--- src/rtl/lcd_irq_pkg.sv ---
package lcd_irq_pkg;

  // Number of event sources handled by the unit.
  localparam int NUM_SRC = 5;

  // Register bit position of each source, indexed like the event input:
  // 0 sync lost, 1 underflow, 2 palette done, 3 end of frame 0, 4 end of frame 1.
  localparam int SRC_POS [NUM_SRC] = '{2, 5, 6, 8, 9};

  // Byte offsets of the register window.
  localparam int OFS_RAW = 'h58;
  localparam int OFS_MSK = 'h5C;
  localparam int OFS_SET = 'h60;
  localparam int OFS_CLR = 'h64;
  localparam int OFS_EOI = 'h68;

  // Arming state of the interrupt output.
  typedef enum logic {
    GATE_ARMED = 1'b0,
    GATE_SPENT = 1'b1
  } gate_state_e;

endpackage

--- src/rtl/lcd_irq_status.sv ---
module lcd_irq_status #(
  parameter int NSRC = 5
) (
  input  logic            clk,
  input  logic            rst_n,
  input  logic [NSRC-1:0] evt,
  input  logic            clr_req,
  input  logic [NSRC-1:0] clr_bits,
  output logic [NSRC-1:0] stat
);

  for (genvar gi = 0; gi < NSRC; gi++) begin : g_cell
    logic s_q;
    logic s_d;
    logic s_ce;

    // An event forces a one and wins over a clear in the same cycle.
    always_comb begin
      s_ce = evt[gi] | (clr_req & clr_bits[gi]);
      s_d  = evt[gi];
    end

    always_ff @(posedge clk or negedge rst_n) begin
      if (!rst_n) begin
        s_q <= 1'b0;
      end else if (s_ce) begin
        s_q <= s_d;
      end
    end

    assign stat[gi] = s_q;
  end

endmodule

--- src/rtl/lcd_irq_enable.sv ---
module lcd_irq_enable #(
  parameter int NSRC = 5
) (
  input  logic            clk,
  input  logic            rst_n,
  input  logic            set_req,
  input  logic            clr_req,
  input  logic [NSRC-1:0] bits,
  output logic [NSRC-1:0] mask
);

  logic [NSRC-1:0] en_q;
  logic [NSRC-1:0] en_d;
  logic            en_ce;

  always_comb begin
    en_ce = set_req | clr_req;
    en_d  = en_q;
    if (set_req) begin
      en_d = en_d | bits;
    end
    if (clr_req) begin
      en_d = en_d & ~bits;
    end
  end

  always_ff @(posedge clk or negedge rst_n) begin
    if (!rst_n) begin
      en_q <= '0;
    end else if (en_ce) begin
      en_q <= en_d;
    end
  end

  assign mask = en_q;

endmodule

--- src/rtl/lcd_irq_gate.sv ---
module lcd_irq_gate
  import lcd_irq_pkg::*;
(
  input  logic clk,
  input  logic rst_n,
  input  logic pending,
  input  logic eoi,
  output logic irq
);

  gate_state_e state_q;
  gate_state_e state_d;
  logic        irq_q;
  logic        fire;

  // A pulse consumes the arming; end of interrupt re-arms unless a pulse
  // is leaving in the same cycle.
  always_comb begin
    fire    = (state_q == GATE_ARMED) && pending;
    state_d = state_q;
    if (fire) begin
      state_d = GATE_SPENT;
    end else if (eoi) begin
      state_d = GATE_ARMED;
    end
  end

  always_ff @(posedge clk or negedge rst_n) begin
    if (!rst_n) begin
      state_q <= GATE_ARMED;
      irq_q   <= 1'b0;
    end else begin
      state_q <= state_d;
      irq_q   <= fire;
    end
  end

  assign irq = irq_q;

endmodule

--- src/rtl/lcd_irq_ctrl.sv ---
module lcd_irq_ctrl
  import lcd_irq_pkg::*;
#(
  parameter int ADDR_W = 8,
  parameter int DATA_W = 32
) (
  input  logic               clk,
  input  logic               rst_n,
  input  logic [NUM_SRC-1:0] src_evt,
  input  logic               reg_wr,
  input  logic [ADDR_W-1:0]  reg_addr,
  input  logic [DATA_W-1:0]  reg_wdata,
  output logic [DATA_W-1:0]  reg_rdata,
  output logic               irq_o
);

  localparam int NSRC = NUM_SRC;

  // Reset: asserted asynchronously, released on the clock.
  logic [1:0] rst_pipe;
  logic       rst_core_n;

  always_ff @(posedge clk or negedge rst_n) begin
    if (!rst_n) begin
      rst_pipe <= '0;
    end else begin
      rst_pipe <= {rst_pipe[0], 1'b1};
    end
  end

  assign rst_core_n = rst_pipe[1];

  // Offset decode.
  logic hit_raw, hit_msk, hit_set, hit_clr, hit_eoi;

  always_comb begin
    hit_raw = (reg_addr == ADDR_W'(OFS_RAW));
    hit_msk = (reg_addr == ADDR_W'(OFS_MSK));
    hit_set = (reg_addr == ADDR_W'(OFS_SET));
    hit_clr = (reg_addr == ADDR_W'(OFS_CLR));
    hit_eoi = (reg_addr == ADDR_W'(OFS_EOI));
  end

  // Pick the source bits out of the write data.
  logic [NSRC-1:0] wr_bits;

  for (genvar gi = 0; gi < NSRC; gi++) begin : g_pick
    assign wr_bits[gi] = reg_wdata[SRC_POS[gi]];
  end

  function automatic logic [DATA_W-1:0] spread(input logic [NSRC-1:0] b);
    logic [DATA_W-1:0] w;
    w = '0;
    for (int i = 0; i < NSRC; i++) begin
      w[SRC_POS[i]] = b[i];
    end
    return w;
  endfunction

  logic [NSRC-1:0] raw_stat;
  logic [NSRC-1:0] en_mask;
  logic [NSRC-1:0] masked;

  lcd_irq_status #(.NSRC(NSRC)) status_i (
    .clk      (clk),
    .rst_n    (rst_core_n),
    .evt      (src_evt),
    .clr_req  (reg_wr & (hit_raw | hit_msk)),
    .clr_bits (wr_bits),
    .stat     (raw_stat)
  );

  lcd_irq_enable #(.NSRC(NSRC)) enable_i (
    .clk     (clk),
    .rst_n   (rst_core_n),
    .set_req (reg_wr & hit_set),
    .clr_req (reg_wr & hit_clr),
    .bits    (wr_bits),
    .mask    (en_mask)
  );

  assign masked = raw_stat & en_mask;

  lcd_irq_gate gate_i (
    .clk     (clk),
    .rst_n   (rst_core_n),
    .pending (|masked),
    .eoi     (reg_wr & hit_eoi),
    .irq     (irq_o)
  );

  // Read mux.
  always_comb begin
    reg_rdata = '0;
    if (hit_raw) begin
      reg_rdata = spread(raw_stat);
    end else if (hit_msk) begin
      reg_rdata = spread(masked);
    end else if (hit_set || hit_clr) begin
      reg_rdata = spread(en_mask);
    end
  end

endmodule

--- config.mk ---
export PLATFORM = sky130hd
export DESIGN_NAME = lcd_irq_ctrl
export DESIGN_NICKNAME = d
export VERILOG_FILES = /design/src/rtl/lcd_irq_pkg.sv /design/src/rtl/lcd_irq_status.sv /design/src/rtl/lcd_irq_enable.sv /design/src/rtl/lcd_irq_gate.sv /design/src/rtl/lcd_irq_ctrl.sv
export SDC_FILE = /design/constraint.sdc
export NUM_CORES = 1
export LEC_CHECK = 0
export ABC_AREA = 1
export BUFFER_PORTS_ARGS = -buffer_cell sky130_fd_sc_hd__clkbuf_2
export CORE_MARGIN = 5
export CORE_UTILIZATION = 39
export CTS_CLUSTER_DIAMETER = 50
export DETAILED_ROUTE_END_ITERATION = 8
export PLACE_DENSITY = 0.78
export SLEW_MARGIN = 20
export SYNTH_ARGS = -nofsm -noshare
export SYNTH_HDL_FRONTEND = slang
export SYNTH_SLANG_ARGS = --single-unit
--- constraint.sdc ---
create_clock -name clk -period 1.13 [get_ports clk]
set_input_delay 0.113 -clock clk [delete_from_list [all_inputs] [get_ports clk]]
set_output_delay 0.113 -clock clk [all_outputs]
set_load 0.03 [all_outputs]
---- Word-level counts from Yosys, hierarchy flattened ----
Cells that the tools add are included.
storage, ports and cells
  bits in registers ....................... 14
cells by class
  eq/ne operators ......................... 5
  multiplexer cells ....................... 7
  bitwise logic cells ..................... 21
  reductions and logical operators ........ 4
operators with widths
  operator                                              number
  equality test 8 x 7 -> 1 bit (second input constant)  5
  2-to-1 mux 32 bit                                     1
  2-to-1 mux 10 bit                                     2
  bitwise AND 5 bit                                     2
  2-to-1 mux 5 bit                                      2
  bitwise AND 1 bit                                     9
  bitwise OR 1 bit                                      7
  inverter 5 bit                                        1
  bitwise OR 5 bit                                      1
  OR reduction 5 bit                                    1
  2-to-1 mux 1 bit                                      2
  nonzero test 2 bit                                    1
  logical AND 1 bit                                     1
  logical OR 1 bit                                      1
  inverter 1 bit                                        1

---- Longest topological paths before layout ----
  depth after elaboration ................. 5
  gate-level depth with buffers ........... 8
  gate-level depth less buffers ........... 8

---- Modules after synthesis ----
Synthesis repeated with hierarchy kept, for this count alone.
second synthesis, totals
  cells, all modules ...................... 162
  area, all modules ....................... 1102.3 um^2
modules (own cells, without submodules)
  module          times used  cells each  area an instance (um^2)
  lcd_irq_ctrl    1           89          549.3
  lcd_irq_enable  1           35          237.7
  lcd_irq_status  1           30          237.7
  lcd_irq_gate    1           8           77.6

---- Worst setup path before layout ----
No wires, ideal clock.
  path type ............................... input -> output
  start ................................... input reg_addr[7]
  end ..................................... output reg_rdata[6]
  arrival time ............................ 1034 ps
  required time ........................... 1017 ps
  slack ................................... -17 ps
  stages on the path ...................... 5
  buffers on the path ..................... 0
  cells stage by stage .................... inv_1 nand2_2 nor2_2 nand2_1 o211ai_1
between the ends
  word-level cells in the longest chain between the ends .. 5
  elaborated cells between the ends (all ways) .. 8
  those cells by class .................... eq/ne (4); mux (3); reduce/logical (1)
RTL lines
  element                                          RTL line                                RTL
  start: declaration                               lcd_irq_ctrl.sv:11                      input logic [ADDR_W-1:0] reg_addr,
  equality test 8 x 7 -> 1 bit (on tied branches)  lcd_irq_ctrl.sv:39, lcd_irq_ctrl.sv:40
  logical OR 1 bit                                 lcd_irq_ctrl.sv:99                      end else if (hit_set || hit_clr) begin
  2-to-1 mux 10 bit                                lcd_irq_ctrl.sv:99
  2-to-1 mux 10 bit                                lcd_irq_ctrl.sv:97                      end else if (hit_msk) begin
  2-to-1 mux 32 bit *                              lcd_irq_ctrl.sv:95                      if (hit_raw) begin
  end: declaration                                 lcd_irq_ctrl.sv:13                      output logic [DATA_W-1:0] reg_rdata,
Every way passes the cells marked *; elsewhere a longest branch is shown, timed or not.

---- Final worst setup path ----
  start ................................... register status_i.g_cell[2].s_q
  end ..................................... output reg_rdata[6]
between the ends
  word-level cells in the longest chain between the ends .. 3
RTL lines
  element                   RTL line              RTL
  start: declaration        lcd_irq_status.sv:13  logic s_q;
  start signal: assignment  lcd_irq_status.sv:25  s_q <= 1'b0;
  start signal: assignment  lcd_irq_status.sv:27  s_q <= s_d;
  bitwise AND 5 bit         lcd_irq_ctrl.sv:82    assign masked = raw_stat & en_mask;
  2-to-1 mux 10 bit         lcd_irq_ctrl.sv:97
  2-to-1 mux 32 bit *       lcd_irq_ctrl.sv:95
Marks and branches as above.

==> flow_summary.html <==
<table>
<tr><th>Metric</th><th>Value</th></tr>
<tr><th colspan="2">Setup path</th></tr>
<tr><td>Signal arrival time at the worst endpoint</td><td>1.16 ns</td></tr>
<tr><td>Worst Setup Start Kind</td><td>flop</td></tr>
<tr><td>Crit-path leading delay family</td><td>flip-flops</td></tr>
<tr><td>Category of the most critical setup path</td><td>flop to output port</td></tr>
<tr><td>Buffers plus inverters on the worst setup path</td><td>2</td></tr>
<tr><td>CP Cell Sequence</td><td>inv_2, o211ai_1, buf_4</td></tr>
<tr><td>Internal reg-to-reg setup slack</td><td>between 0.1 and 0.15 ns</td></tr>
<tr><td>CP max stage delay</td><td>0.40 ns</td></tr>
<tr><td>Slowest stage cell on the critical path</td><td>sky130_fd_sc_hd__dfrtp_1</td></tr>
<tr><td>Kind of capture point of the worst setup path</td><td>output port</td></tr>
<tr><td>Reg2reg path depth</td><td>5</td></tr>
<tr><td>Max FO, Critical Path</td><td>3</td></tr>
<tr><td>Worst R2R End</td><td>gate_i.state_q</td></tr>
<tr><td>Worst flop-to-flop path startpoint</td><td>status_i.g_cell[3].s_q</td></tr>
<tr><td>Endpoint required time on the critical path</td><td>around 1 ns</td></tr>
<tr><th colspan="2">Routing</th></tr>
<tr><td>Post-route DRC</td><td>0</td></tr>
<tr><td>Wire length per cell after detailed routing</td><td>between 9 and 10 um</td></tr>
<tr><td>Routed WL</td><td>~2200 um</td></tr>
<tr><td>Starting DRC count in detailed routing</td><td>18</td></tr>
<tr><td>Via count</td><td>~960</td></tr>
<tr><td>Antenna Nets Post-Route</td><td>0</td></tr>
<tr><td>Per-cell via count in the routed design</td><td>around 4.4</td></tr>
<tr><td>Detailed-routing iteration count for the pre-antenna-repair pass</td><td>4</td></tr>
<tr><th colspan="2">Logic synthesis</th></tr>
<tr><td>Distinct cell type count after synthesis</td><td>16</td></tr>
<tr><td>Most common library cells after synthesis</td><td>sky130_fd_sc_hd__nand2_1 (33), sky130_fd_sc_hd__buf_4 (27), sky130_fd_sc_hd__inv_1 (25)</td></tr>
<tr><td>Xor-xnor portion of the synthesized cell area</td><td>0</td></tr>
<tr><td>Largest area contributor in the netlist</td><td>sky130_fd_sc_hd__dfrtp_1</td></tr>
<tr><td>Post-synth EDFFs</td><td>0</td></tr>
<tr><td>Mux contribution to synthesized area</td><td>0</td></tr>
<tr><td>Number of synthesized register bits</td><td>14</td></tr>
<tr><td>Simple logic cell fraction of the synthesized area</td><td>0.290</td></tr>
<tr><td>Dominant combinational cell family by area after synthesis</td><td>buffers and inverters</td></tr>
<tr><td>Area contributors post-synth</td><td>sky130_fd_sc_hd__dfrtp_1 (34%), sky130_fd_sc_hd__buf_4 (20%), sky130_fd_sc_hd__nand2_1 (12%)</td></tr>
<tr><td>Mapped cell area</td><td>0.00104 mm^2</td></tr>
<tr><td>Area fraction in compound gates after synthesis</td><td>0.0760</td></tr>
<tr><td>Share of flip-flops with an asynchronous set or reset</td><td>1.00</td></tr>
<tr><td>Top_reg_cell synth</td><td>sky130_fd_sc_hd__dfrtp_1</td></tr>
<tr><td>Most common cell in the synthesized netlist</td><td>sky130_fd_sc_hd__nand2_1</td></tr>
<tr><td>Sequential area share after synthesis</td><td>0.338</td></tr>
<tr><td>Mapped Cells</td><td>~150</td></tr>
<tr><td>Count of yosys warnings during synthesis</td><td>0</td></tr>
<tr><td>Post-synth top area share</td><td>0.338</td></tr>
<tr><td>Post-Syn Area per Cell</td><td>~7.0 um^2</td></tr>
<tr><td>Adder and majority gate portion of the synthesized area</td><td>0</td></tr>
<tr><th colspan="2">Floorplanning</th></tr>
<tr><td>Number of core rows</td><td>18</td></tr>
<tr><td>Starting density of the core</td><td>0.415</td></tr>
<tr><td>Floorplan die width</td><td>around 62 um</td></tr>
<tr><td>Vertical extent of the die</td><td>a little over 60 um</td></tr>
<tr><td>Total I/O pin count</td><td>just over 80</td></tr>
<tr><td>Total core area</td><td>0.00250 mm^2</td></tr>
<tr><td>Area of the die</td><td>between 0.003 and 0.004 mm^2</td></tr>
<tr><th colspan="2">Placed design</th></tr>
<tr><td>Post-detailed-placement half-perimeter wirelength</td><td>roughly 1800 um</td></tr>
<tr><td>Global placer's final weighted congestion</td><td>just under 0.9</td></tr>
<tr><td>Buffers on Ports</td><td>26</td></tr>
<tr><td>Setup slack at placement</td><td>-0.104 ns</td></tr>
<tr><th colspan="2">Layout</th></tr>
<tr><td>Layout cells sized above 1</td><td>0.312</td></tr>
<tr><td>Net count reported at finish</td><td>238</td></tr>
<tr><td>Antenna Diode Count</td><td>0</td></tr>
<tr><td>Utilization of the core after routing</td><td>0.509</td></tr>
<tr><td>Layout Area Growth over Synthesis</td><td>22.7%</td></tr>
<tr><th colspan="2">Power</th></tr>
<tr><td>Fraction of power consumed by combinational cells</td><td>0.234</td></tr>
<tr><td>Share of power burned in registers</td><td>0.460</td></tr>
<tr><td>Sw Ratio</td><td>0.328</td></tr>
<tr><td>Maximum vdd ir drop</td><td>between 0.7 and 0.8 mV</td></tr>
<tr><td>Fraction of power consumed by the clock network</td><td>0.306</td></tr>
<tr><td>Cell-internal power</td><td>roughly 780 uW</td></tr>
<tr><td>Leak</td><td>~0.00075 uW</td></tr>
<tr><td>Net Sw Power</td><td>roughly 380 uW</td></tr>
<tr><td>Power density over cell area</td><td>slightly above 900 mW/mm^2</td></tr>
<tr><th colspan="2">CTS</th></tr>
<tr><td>Clock buffers created by TritonCTS</td><td>3</td></tr>
<tr><td>Clk Latency, worst-skew pair</td><td>between 0.2 and 0.3 ns</td></tr>
<tr><td>Root buffer selected by CTS</td><td>sky130_fd_sc_hd__clkbuf_4</td></tr>
<tr><td>CTS sink count</td><td>14</td></tr>
<tr><td>Clock transition at path regs</td><td>approximately 0.080 ns</td></tr>
<tr><td>TritonCTS clock tree</td><td>done</td></tr>
<tr><td>Total number of H-tree levels</td><td>1</td></tr>
<tr><td>Maximum clock path buffer count</td><td>2</td></tr>
<tr><th colspan="2">Min path</th></tr>
<tr><td>Path category of the worst min-delay check</td><td>input pin to flop</td></tr>
<tr><td>Source of the worst hold timing path</td><td>src_evt[4]</td></tr>
<tr><td>Cell depth of the worst hold path</td><td>3</td></tr>
<tr><td>End point of the worst hold path</td><td>status_i.g_cell[4].s_q</td></tr>
<tr><th colspan="2">Timing</th></tr>
<tr><td>Unrepaired setup endpoints after global routing</td><td>yes</td></tr>
<tr><td>Time the worst path needs with I/O delays and setup</td><td>approximately 1.3 ns</td></tr>
<tr><td>Fin. Hold Viols</td><td>0</td></tr>
<tr><td>Setup ws final</td><td>-0.142 ns</td></tr>
<tr><td>Achievable clock frequency</td><td>between 0.7 and 0.8 GHz</td></tr>
<tr><td>Crit share post-route</td><td>1.13</td></tr>
<tr><td>Post-Route Hold Slack</td><td>around 0.0089 ns</td></tr>
<tr><td>Final-layout setup total negative slack</td><td>-0.508 ns</td></tr>
<tr><td>Final-report setup violation count</td><td>5</td></tr>
<tr><td>Final Max Tran Viols</td><td>0</td></tr>
<tr><td>Fin Clk Skew</td><td>approximately 0.0011 ns</td></tr>
<tr><th colspan="2">Status</th></tr>
<tr><td>Result of the run</td><td>complete, but fails checks</td></tr>
<tr><td>Violated checks</td><td>negative setup slack</td></tr>
<tr><th colspan="2">Global route</th></tr>
<tr><td>Pin count of the biggest net entering global routing</td><td>13</td></tr>
<tr><td>Met1 layer usage reported by global route</td><td>0.149</td></tr>
<tr><td>First-pass GRT wire length</td><td>roughly 3500 um</td></tr>
<tr><td>Antenna violations before repair</td><td>0</td></tr>
<tr><td>Most crowded layer after global routing</td><td>met2</td></tr>
<tr><td>Vias in the first global route</td><td>876</td></tr>
<tr><td>Met2 Use GR</td><td>0.205</td></tr>
<tr><td>Total global-route track usage</td><td>0.122</td></tr>
<tr><td>Fraction of met3 tracks used by global routing</td><td>0.0461</td></tr>
<tr><td>Grt ovf</td><td>0</td></tr>
<tr><th colspan="2">Run</th></tr>
<tr><td>Number of maximum-capacitance constraint violations</td><td>0</td></tr>
</table>
-- power groups by stage --
stage                     Combinational (uW)  Sequential [uW]  Clock, uW
after floorplan                          250              549          0
after global routing                     297              541        395
after detailed placement                 257              547          0
after global placement                   256              547          0
after CTS                                265              537        368
final                                    273              537        357
-- worst max path at each step --
| stage | slack (ns) | from | to | cells past startpoint |
|---|---|---|---|---|
| 5_1_grt | -0.20 | status_i.g_cell[2].s_q | reg_rdata[6] | 3 |
| 3_3_place_gp | -0.1 | reg_addr[7] | reg_rdata[9] | 9 |
| 3_5_place_dp | -0.10 | reg_addr[7] | reg_rdata[9] | 9 |
| 6_report | -0.14 | status_i.g_cell[2].s_q | reg_rdata[6] | 3 |
| 2_1_floorplan | -0.01 | reg_addr[7] | reg_rdata[6] | 5 |
| 4_1_cts | -0.16 | flop | reg_rdata[9] | 3 |
-- per-layer routing --
layer | routed length [um] | vias up
met1 | 873 | 432
met3 | 236 | 2
li1 | - | 490
met5 | 0 | -
met2 | 1060 | 32
met4 | 13 | 0
-- through the flow --
stage                     std cells  power (uW)  instance area [um^2]
after floorplan                 174         799                  1140
after global placement          210         803                  1160
after detailed placement        210         805                  1160
after CTS                       219        1170                  1250
after global routing            219        1230                  1270
final                           219        1170                  1270
-- logic make-up after synthesis --
| family | after synthesis |
|---|---|
| simple gates | 66 |
| buf+inv | 53 |
| flops | 14 |
| compound gates | 13 |
| other cells | 2 |
-- layout make-up --
cell class                      instances  area, um^2
Fill cell                             262        1230
Multi-Input combinational cell        107         515
Sequential cell                        14         350
Timing Repair Buffer                   38         235
Inverter                               26        97.6
Tap cell                               30        37.5
Clock buffer                            4        36.3
-- worst register-to-register path, cell delays in order, from the launching register on --
cell	delay, ns
sky130_fd_sc_hd__dfrtp_1	0.39
sky130_fd_sc_hd__inv_2	0.05
sky130_fd_sc_hd__buf_4	0.14
sky130_fd_sc_hd__o22ai_4	0.17
sky130_fd_sc_hd__nor2_2	0.07
sky130_fd_sc_hd__o21ai_1	0.13
-- placed cells by master (no fill, tap or decap) --
master                          synthesis  routed
sky130_fd_sc_hd__dfrtp_1               14      14
sky130_fd_sc_hd__clkbuf_8               0       1
sky130_fd_sc_hd__o211ai_1               5       5
sky130_fd_sc_hd__o21ai_0                2       1
sky130_fd_sc_hd__conb_1                 2      28
sky130_fd_sc_hd__inv_1                 25      23
sky130_fd_sc_hd__o22ai_4                0       1
sky130_fd_sc_hd__clkbuf_4               0       3
sky130_fd_sc_hd__o21ai_1                0       1
sky130_fd_sc_hd__nor2_4                 0       1
sky130_fd_sc_hd__nor2_2                 4       5
sky130_fd_sc_hd__nand4_1                7       7
sky130_fd_sc_hd__nand3_1                6       6
sky130_fd_sc_hd__nand3b_2               1       1
sky130_fd_sc_hd__nand2_2                4       7
sky130_fd_sc_hd__nor2_1                11       9
sky130_fd_sc_hd__clkbuf_2               0      21
sky130_fd_sc_hd__dlygate4sd3_1          0       1
sky130_fd_sc_hd__inv_2                  1       3
sky130_fd_sc_hd__nand2_1               33      30
sky130_fd_sc_hd__a21oi_1                5       5
sky130_fd_sc_hd__buf_4                 27      16
-- repair_timing --
action,in CTS,in global routing
pin swaps,4,7
setup endpoints to repair,5,6
gates resized for setup,5,13
hold buffers,1,0
hold endpoints to repair,2,0
buffers inserted,4,1
Power figures use the tool's default switching activity.
